File: src/rtl/hdr_slot_pkg.sv
package hdr_slot_pkg;
    typedef enum logic {W_IDLE, W_FILL} wr_state_e;
    typedef enum logic {R_IDLE, R_HOLD} rd_state_e;
endpackage

File: src/rtl/hslot_wr_fsm.sv
module hslot_wr_fsm
    import hdr_slot_pkg::*;
#(
    parameter int N  = 4,
    parameter int SW = $clog2(N)
) (
    input  logic          clk,
    input  logic          rst_n,
    input  logic          start,
    input  logic          commit,
    input  logic [N-1:0]  full,
    output logic          busy,
    output logic          free_any,
    output logic [SW-1:0] slot,
    output logic [N-1:0]  set_vec
);
    wr_state_e     state_q, state_n;
    logic [SW-1:0] slot_q;
    logic [SW-1:0] free_idx;

    // lowest-numbered free slot wins
    always_comb begin
        free_any = 1'b0;
        free_idx = '0;
        for (int i = N - 1; i >= 0; i--) begin
            if (!full[i]) begin
                free_any = 1'b1;
                free_idx = SW'(i);
            end
        end
    end

    always_comb begin
        state_n = state_q;
        unique case (state_q)
            W_IDLE: if (start && free_any) state_n = W_FILL;
            W_FILL: if (commit)            state_n = W_IDLE;
        endcase
    end

    always_ff @(posedge clk) begin
        if (!rst_n) begin
            state_q <= W_IDLE;
            slot_q  <= '0;
        end else begin
            state_q <= state_n;
            if (state_q == W_IDLE && start && free_any) slot_q <= free_idx;
        end
    end

    always_comb begin
        busy    = (state_q == W_FILL);
        slot    = slot_q;
        set_vec = (busy && commit) ? (N'(1) << slot_q) : '0;
    end


    wr_claim_chk: assert property (@(posedge clk) disable iff (!rst_n)
        (state_q == W_IDLE && start && free_any) |=> (busy && !full[slot_q]));
endmodule

File: src/rtl/hslot_rd_fsm.sv
module hslot_rd_fsm
    import hdr_slot_pkg::*;
#(
    parameter int N  = 4,
    parameter int SW = $clog2(N)
) (
    input  logic          clk,
    input  logic          rst_n,
    input  logic          start,
    input  logic          release_i,
    input  logic [N-1:0]  full,
    output logic          busy,
    output logic          full_any,
    output logic [SW-1:0] slot,
    output logic [N-1:0]  clr_vec
);
    rd_state_e     state_q, state_n;
    logic [SW-1:0] slot_q;
    logic [SW-1:0] last_q;
    logic [SW-1:0] pick;

    // rotate: nearest full slot after the one last claimed
    always_comb begin
        full_any = 1'b0;
        pick     = '0;
        for (int k = N; k >= 1; k--) begin
            if (full[(int'(last_q) + k) % N]) begin
                full_any = 1'b1;
                pick     = SW'((int'(last_q) + k) % N);
            end
        end
    end

    always_comb begin
        state_n = state_q;
        unique case (state_q)
            R_IDLE: if (start && full_any) state_n = R_HOLD;
            R_HOLD: if (release_i)         state_n = R_IDLE;
        endcase
    end

    always_ff @(posedge clk) begin
        if (!rst_n) begin
            state_q <= R_IDLE;
            slot_q  <= '0;
            last_q  <= SW'(N - 1);
        end else begin
            state_q <= state_n;
            if (state_q == R_IDLE && start && full_any) begin
                slot_q <= pick;
                last_q <= pick;
            end
        end
    end

    always_comb begin
        busy    = (state_q == R_HOLD);
        slot    = slot_q;
        clr_vec = (busy && release_i) ? (N'(1) << slot_q) : '0;
    end


    rd_claim_chk: assert property (@(posedge clk) disable iff (!rst_n)
        (state_q == R_IDLE && start && full_any) |=> (busy && full[slot_q]));
endmodule

File: src/rtl/hslot_store.sv
module hslot_store #(
    parameter int N     = 4,
    parameter int NR    = 32,
    parameter int REG_W = 16,
    parameter int PID_W = 4,
    parameter int SW    = $clog2(N),
    parameter int AW    = $clog2(NR)
) (
    input  logic             clk,
    input  logic             rst_n,
    input  logic             we,
    input  logic [SW-1:0]    w_slot,
    input  logic [AW-1:0]    w_addr,
    input  logic [REG_W-1:0] w_data,
    input  logic             pid_we,
    input  logic [PID_W-1:0] w_pid,
    input  logic [SW-1:0]    r_slot,
    input  logic [AW-1:0]    r_addr,
    output logic [REG_W-1:0] r_data,
    output logic [PID_W-1:0] r_pid
);
    localparam int DEPTH = N * NR;

    logic [REG_W-1:0] mem [DEPTH];
    logic [PID_W-1:0] pid_q [N];
    logic [REG_W-1:0] r_data_q;

    always_ff @(posedge clk) begin
        if (we) mem[{w_slot, w_addr}] <= w_data;
        r_data_q <= mem[{r_slot, r_addr}];
    end

    always_ff @(posedge clk) begin
        if (!rst_n) begin
            for (int i = 0; i < N; i++) pid_q[i] <= '0;
        end else if (pid_we) begin
            pid_q[w_slot] <= w_pid;
        end
    end

    assign r_data = r_data_q;
    assign r_pid  = pid_q[r_slot];
endmodule

File: src/rtl/hdr_slot_buf.sv
module hdr_slot_buf #(
    parameter int N     = 4,
    parameter int NR    = 32,
    parameter int REG_W = 16,
    parameter int PID_W = 4,
    localparam int SW   = $clog2(N),
    localparam int AW   = $clog2(NR)
) (
    input  logic             clk,
    input  logic             rst_n,
    input  logic             wr_start,
    input  logic             wr_en,
    input  logic [AW-1:0]    wr_addr,
    input  logic [REG_W-1:0] wr_data,
    input  logic             wr_commit,
    input  logic [PID_W-1:0] wr_pid,
    output logic             wr_avail,
    output logic             wr_busy,
    output logic [SW-1:0]    wr_slot,
    input  logic             rd_start,
    input  logic [AW-1:0]    rd_addr,
    input  logic             rd_release,
    output logic             rd_avail,
    output logic             rd_busy,
    output logic [SW-1:0]    rd_slot,
    output logic [REG_W-1:0] rd_data,
    output logic [PID_W-1:0] rd_pid,
    output logic [N-1:0]     slot_full
);
    logic [N-1:0] full_q;
    logic [N-1:0] set_vec, clr_vec;
    logic         free_any, full_any;

    hslot_wr_fsm #(.N(N)) u_wr (
        .clk(clk), .rst_n(rst_n), .start(wr_start), .commit(wr_commit),
        .full(full_q), .busy(wr_busy), .free_any(free_any),
        .slot(wr_slot), .set_vec(set_vec)
    );

    hslot_rd_fsm #(.N(N)) u_rd (
        .clk(clk), .rst_n(rst_n), .start(rd_start), .release_i(rd_release),
        .full(full_q), .busy(rd_busy), .full_any(full_any),
        .slot(rd_slot), .clr_vec(clr_vec)
    );

    hslot_store #(.N(N), .NR(NR), .REG_W(REG_W), .PID_W(PID_W)) u_store (
        .clk(clk), .rst_n(rst_n),
        .we(wr_busy && wr_en), .w_slot(wr_slot), .w_addr(wr_addr),
        .w_data(wr_data), .pid_we(wr_busy && wr_commit), .w_pid(wr_pid),
        .r_slot(rd_slot), .r_addr(rd_addr), .r_data(rd_data), .r_pid(rd_pid)
    );

    always_ff @(posedge clk) begin
        if (!rst_n) full_q <= '0;
        else        full_q <= (full_q | set_vec) & ~clr_vec;
    end

    assign slot_full = full_q;
    assign wr_avail  = !wr_busy && free_any;
    assign rd_avail  = !rd_busy && full_any;


    rise_needs_commit_chk: assert property (@(posedge clk) disable iff (!rst_n)
        !(wr_busy && wr_commit) |=> ((slot_full & ~$past(slot_full)) == '0));


    fall_needs_release_chk: assert property (@(posedge clk) disable iff (!rst_n)
        !(rd_busy && rd_release) |=> ((~slot_full & $past(slot_full)) == '0));


    no_shared_slot_chk: assert property (@(posedge clk) disable iff (!rst_n)
        !(wr_busy && rd_busy && wr_slot == rd_slot));


    writer_slot_free_chk: assert property (@(posedge clk) disable iff (!rst_n)
        wr_busy |-> !slot_full[wr_slot]);


    reader_slot_full_chk: assert property (@(posedge clk) disable iff (!rst_n)
        rd_busy |-> slot_full[rd_slot]);
endmodule

File: config.mk
export PLATFORM = sky130hd
export DESIGN_NAME = hdr_slot_buf
export DESIGN_NICKNAME = d
export VERILOG_FILES = /design/src/rtl/hdr_slot_pkg.sv /design/src/rtl/hslot_wr_fsm.sv /design/src/rtl/hslot_rd_fsm.sv /design/src/rtl/hslot_store.sv /design/src/rtl/hdr_slot_buf.sv
export SDC_FILE = /design/constraint.sdc
export NUM_CORES = 2
export LEC_CHECK = 0
export BUFFER_PORTS_ARGS = -buffer_cell sky130_fd_sc_hd__clkbuf_2
export CORE_MARGIN = 2
export CORE_UTILIZATION = 50
export DETAILED_ROUTE_END_ITERATION = 8
export GPL_ROUTABILITY_DRIVEN = 0
export PLACE_DENSITY = 0.74
export SLEW_MARGIN = 20
export SYNTH_ARGS = -nofsm -noshare
export SYNTH_HDL_FRONTEND = slang
export SYNTH_SLANG_ARGS = --single-unit
File: constraint.sdc
create_clock -name clk -period 3.2 [get_ports clk]
set_input_delay 0 -clock clk [delete_from_list [all_inputs] [get_ports clk]]
set_output_delay 0 -clock clk [all_outputs]
set_load 0.1 [all_outputs]
==> results.py <==
metrics = {
    "worst_setup_path": {
        "path_max_fanout": 15,
        "path_buf_inv": 2,
        "cpLargestDelayFamily": "simple AND/OR/NAND/NOR gates",
        "critPathRequiredTime_ns": 3.90,
        "r2r_cells": 8,
        "timing.rr.start": "u_rd.slot[1]",
        "start_kind": "flop",
        "rrSetupSlack_ns": -0.23,
        "r2r_end": "u_store.r_data[3]",
        "critPathMaxStageDelay_ns": 1.01,
        "crit_path_top_delay_cell": "nor3_1",
        "path_cells": "nand2b_1, buf_4, nor2_2, buf_12, a22oi_1, o32ai_1, nor3_1, nand3_1",
        "worstSetupEndpointType": "flop",
        "worstPathArrival_ns": 4.14,
        "criticalPathCategory": "flop to flop",
    },
    "sta": {
        "setup_viol": 3,
        "fin_ws_ns": -0.234,
        "maxSlewViolCount": 0,
        "fin_crit_ns": 3.43,
        "worst_pin_slew_ns": 1.32,
        "hold_viol": 0,
        "hold_slack_ns": 0.0775,
        "rsz0062_at_grt": "false",
        "fmax_ghz": 0.291,
        "skew_ns": 0.0709,
        "fin_crit_sh_pct": 107,
        "max-slew-margin-rel_pct": 11.6,
    },
    "logic_synthesis": {
        "async_reset_ff_share_pct": 0,
        "yosys-top-cells-area": "edfxtp_1 (77%), mux4_2 (12%), mux2i_1 (3.5%), a22oi_1 (1.3%), nor2_1 (0.90%)",
        "synth_area_um2": 80700,
        "ys.flop_type": "edfxtp_1",
        "ys_warn_count": 0,
        "synth-xor-area-share_pct": 0,
        "synth_edf_count": 2064,
        "postSynthAreaPerCell_um2": 20.9,
        "synth_compound_area_share_pct": 2.83,
        "synthCells": 3856,
        "synth_mux_area_share_pct": 15.2,
        "yosys.area_share.simple_pct": 2.96,
        "synthAdderAreaFrac_pct": 0,
        "synth_top_family_by_area": "multiplexers",
        "yosys.area.top_type": "edfxtp_1",
        "synth.distinct_cells": 61,
        "yosysSeqAreaShare_pct": 77.6,
        "ys_seq_elements": 2094,
        "syn-num-nets": 3893,
        "synth_top_area_share_pct": 76.8,
    },
    "global_routing": {
        "grt_max_degree": 106,
        "grt_pass1_vias": 42507,
        "grt_pass1_wl_um": 325000,
        "grt_overflow": 0,
        "antenna_found_initial": 24,
        "grt_usage_pct": 28.5,
    },
    "pwr": {
        "clockPowerShare_pct": 41.0,
        "leakagePower_nw": 30.1,
        "p_switching_mw": 12.6,
        "comb_power_share_pct": 5.6,
        "swShare_pct": 22.2,
        "p_total_mw": 56.8,
        "share_seq_of_total_power_pct": 53.3,
        "irDropWorstVdd_v": 0.000622,
        "p_int_mw": 44.1,
        "power_density_nw_per_um2": 610,
    },
    "clock_tree": {
        "clk_path_buf_depth": 3,
        "cts-buffers-inserted": 197,
        "h-tree-depth": 4,
        "cts_setup_buffers": 0,
        "cts.sinks": 2094,
        "worst_skew_pair.late_latency_ns": 0.88,
        "clk_pin_slew_worst_paths_ns": 0.07,
        "cts-root-buf": "clkbuf_16",
        "tritoncts": "built",
    },
    "die": {
        "fp.dieArea_um2": 165000,
        "rows": 147,
        "die_width_um": 406,
        "boundaryPins": 69,
        "initial_core_util_pct": 50.3,
        "fp.dieH_um": 406,
        "core_um2": 160000,
    },
    "cells_and_area": {
        "final_area_um2": 93100,
        "area_growth_pct": 15.4,
        "drive_gt1_share_pct": 26.0,
        "final_util_pct": 58.0,
        "layout.nets": 4344,
    },
    "routing": {
        "drtIter0Drc": 8090,
        "wirelength_um": 235000,
        "ant_nets": 0,
        "post_drt_wl_per_cell_um": 35.4,
        "vias_per_cell": 6.68,
        "dr_total_vias": 44362,
        "drtPass1Iterations": 9,
        "drc": 124,
    },
    "place": {
        "placed_cell_area_um2": 86200,
        "dp_hpwl_um": 145000,
        "port_buffers": 68,
    },
    "worst_hold_path": {
        "holdCritPathClass": "input pin to flop",
        "min-delay-start": "wr_pid[2]",
        "hold_depth": 4,
        "hold_path_end": "u_store.pid_q[3][2]",
    },
    "run_status": {
        "status": "finished with violations",
        "violations": "DRC, setup timing",
    },
    "job": {
        "drv_cap": 0,
    },
}
==> worst max-delay path by stage <==
stage	startpoint	end	slack, ns	cells after the start
CTS	u_rd.slot[1]	u_store.r_data[4]	0.08	6
floorplan	u_wr.busy	u_store.mem[118][0]	-0.03	6
detailed placement	u_rd.slot[0]	u_store.r_data[10]	-0.11	7
global placement	u_rd.slot[0]	u_store.r_data[4]	-0.96	6
global route	u_rd.slot[0]	u_store.r_data[7]	0.01	7
finish	u_rd.slot[1]	u_store.r_data[3]	-0.23	8
==> Yosys cell counts (all sizes together), types with 7 or more instances <==
master,n
a21oi,44
nand4,28
a22oi,136
clkbuf,78
mux2,13
a21boi,7
and2,7
nand2,86
nor2b,17
a221oi,11
mux4,415
o32ai,7
o22ai,28
nand3,92
nor3,31
a211oi,13
nand2b,12
a32oi,15
nor4,7
nor2,194
inv,11
buf,137
dfxtp,30
edfxtp,2064
o21ai,18
mux2i,280
==> layer usage <==
| layer | global-route usage [%] | wire, µm | part of all wire, % |
|---|---|---|---|
| met1 | 37.9 | 82400 | 35 |
| met4 | 13.8 | 13500 | 5.7 |
| met3 | 11.2 | 35800 | 15 |
| met2 | 41.4 | 104000 | 44 |
| met5 | 0 | 116 | 0.049 |
==> cells in the final DEF, fill, tap and decap left out, types with 7 or more instances in the layout <==
cell,instances
nor2_2,17
dlygate4sd3_1,41
inv_1,7
nand4_1,28
o22ai_1,28
diode_2,13
dfxtp_1,30
clkinv_1,42
clkbuf_2,48
mux2i_1,280
nor3_1,29
clkinv_2,29
bufinv_16,17
a221oi_1,11
a22oi_1,136
a211oi_1,13
a21oi_1,44
nor4_1,7
clkinv_16,10
buf_4,320
nor2b_1,14
mux4_2,415
mux2_2,13
nand2b_1,12
nor2_1,176
a21boi_0,7
o21ai_0,17
o32ai_1,7
buf_12,52
a32oi_1,15
nand3_1,92
clkbuf_1,50
nand2_1,86
clkbuf_16,198
edfxtp_1,2064
==> tightest hold or removal path, delay by kind of cell <==
kind | cells | cell delay (ns)
buffers and inverters | 3 | 0.70
AND/OR/NAND/NOR | 1 | 0.10
==> metrics by stage <==
stage          instances  setup WS (ns)  TNS [ns]
2_1_floorplan       3856        -0.0304    -16.10
3_3_place_gp        6225         -0.959     -3.25
3_5_place_dp        6226         -0.112    -0.112
4_1_cts             6629         0.0838         0
5_1_grt             6631         0.0120         0
6_report            6643         -0.234    -0.359
==> flip-flops by register name, summed over array words and instances, names as in the netlist, named ones only <==
name,flops
slot_full,4
u_rd.busy,1
u_rd.last_q,2
u_rd.slot,2
u_store.mem,2048
u_store.pid_q,16
u_store.r_data,16
u_wr.busy,1
u_wr.slot,2
==> power groups by stage <==
| stage | registers [mW] | clock network [mW] | logic (mW) |
|---|---|---|---|
| after floorplan | 31.0 | 0 | 1.37 |
| after global placement | 30.8 | 0 | 2.99 |
| after detailed placement | 30.8 | 0 | 3.04 |
| after CTS | 30.3 | 23.4 | 3.10 |
| after global routing | 30.2 | 24.4 | 3.26 |
| final | 30.3 | 23.3 | 3.20 |
==> cells by family after synthesis <==
kind of cell | count (synthesis)
AOI/OAI and AO/OA | 319
muxes | 708
DFF | 2094
buffers and inverters | 226
and+or+nand+nor | 509
==> final cells by class <==
type / count / area, µm²
multi-input combinational: 1536 / 17100
clock buffer: 252 / 5200
antenna: 13 / 32.5
timing repair buffer: 467 / 4190
inverter: 11 / 43.8
fill: 11255 / 67300
sequential: 2094 / 62600
tap: 2160 / 2700
clock inverter: 110 / 1250
==> timing repair <==
action / 4_1_cts / 5_1_grt
setup endpoints to repair: 4 / 1
hold buffers: 41 / 0
hold endpoints to repair: 1371 / 0
resized for setup: 1 / 1
Note: power is estimated with default switching activity, not from simulation.
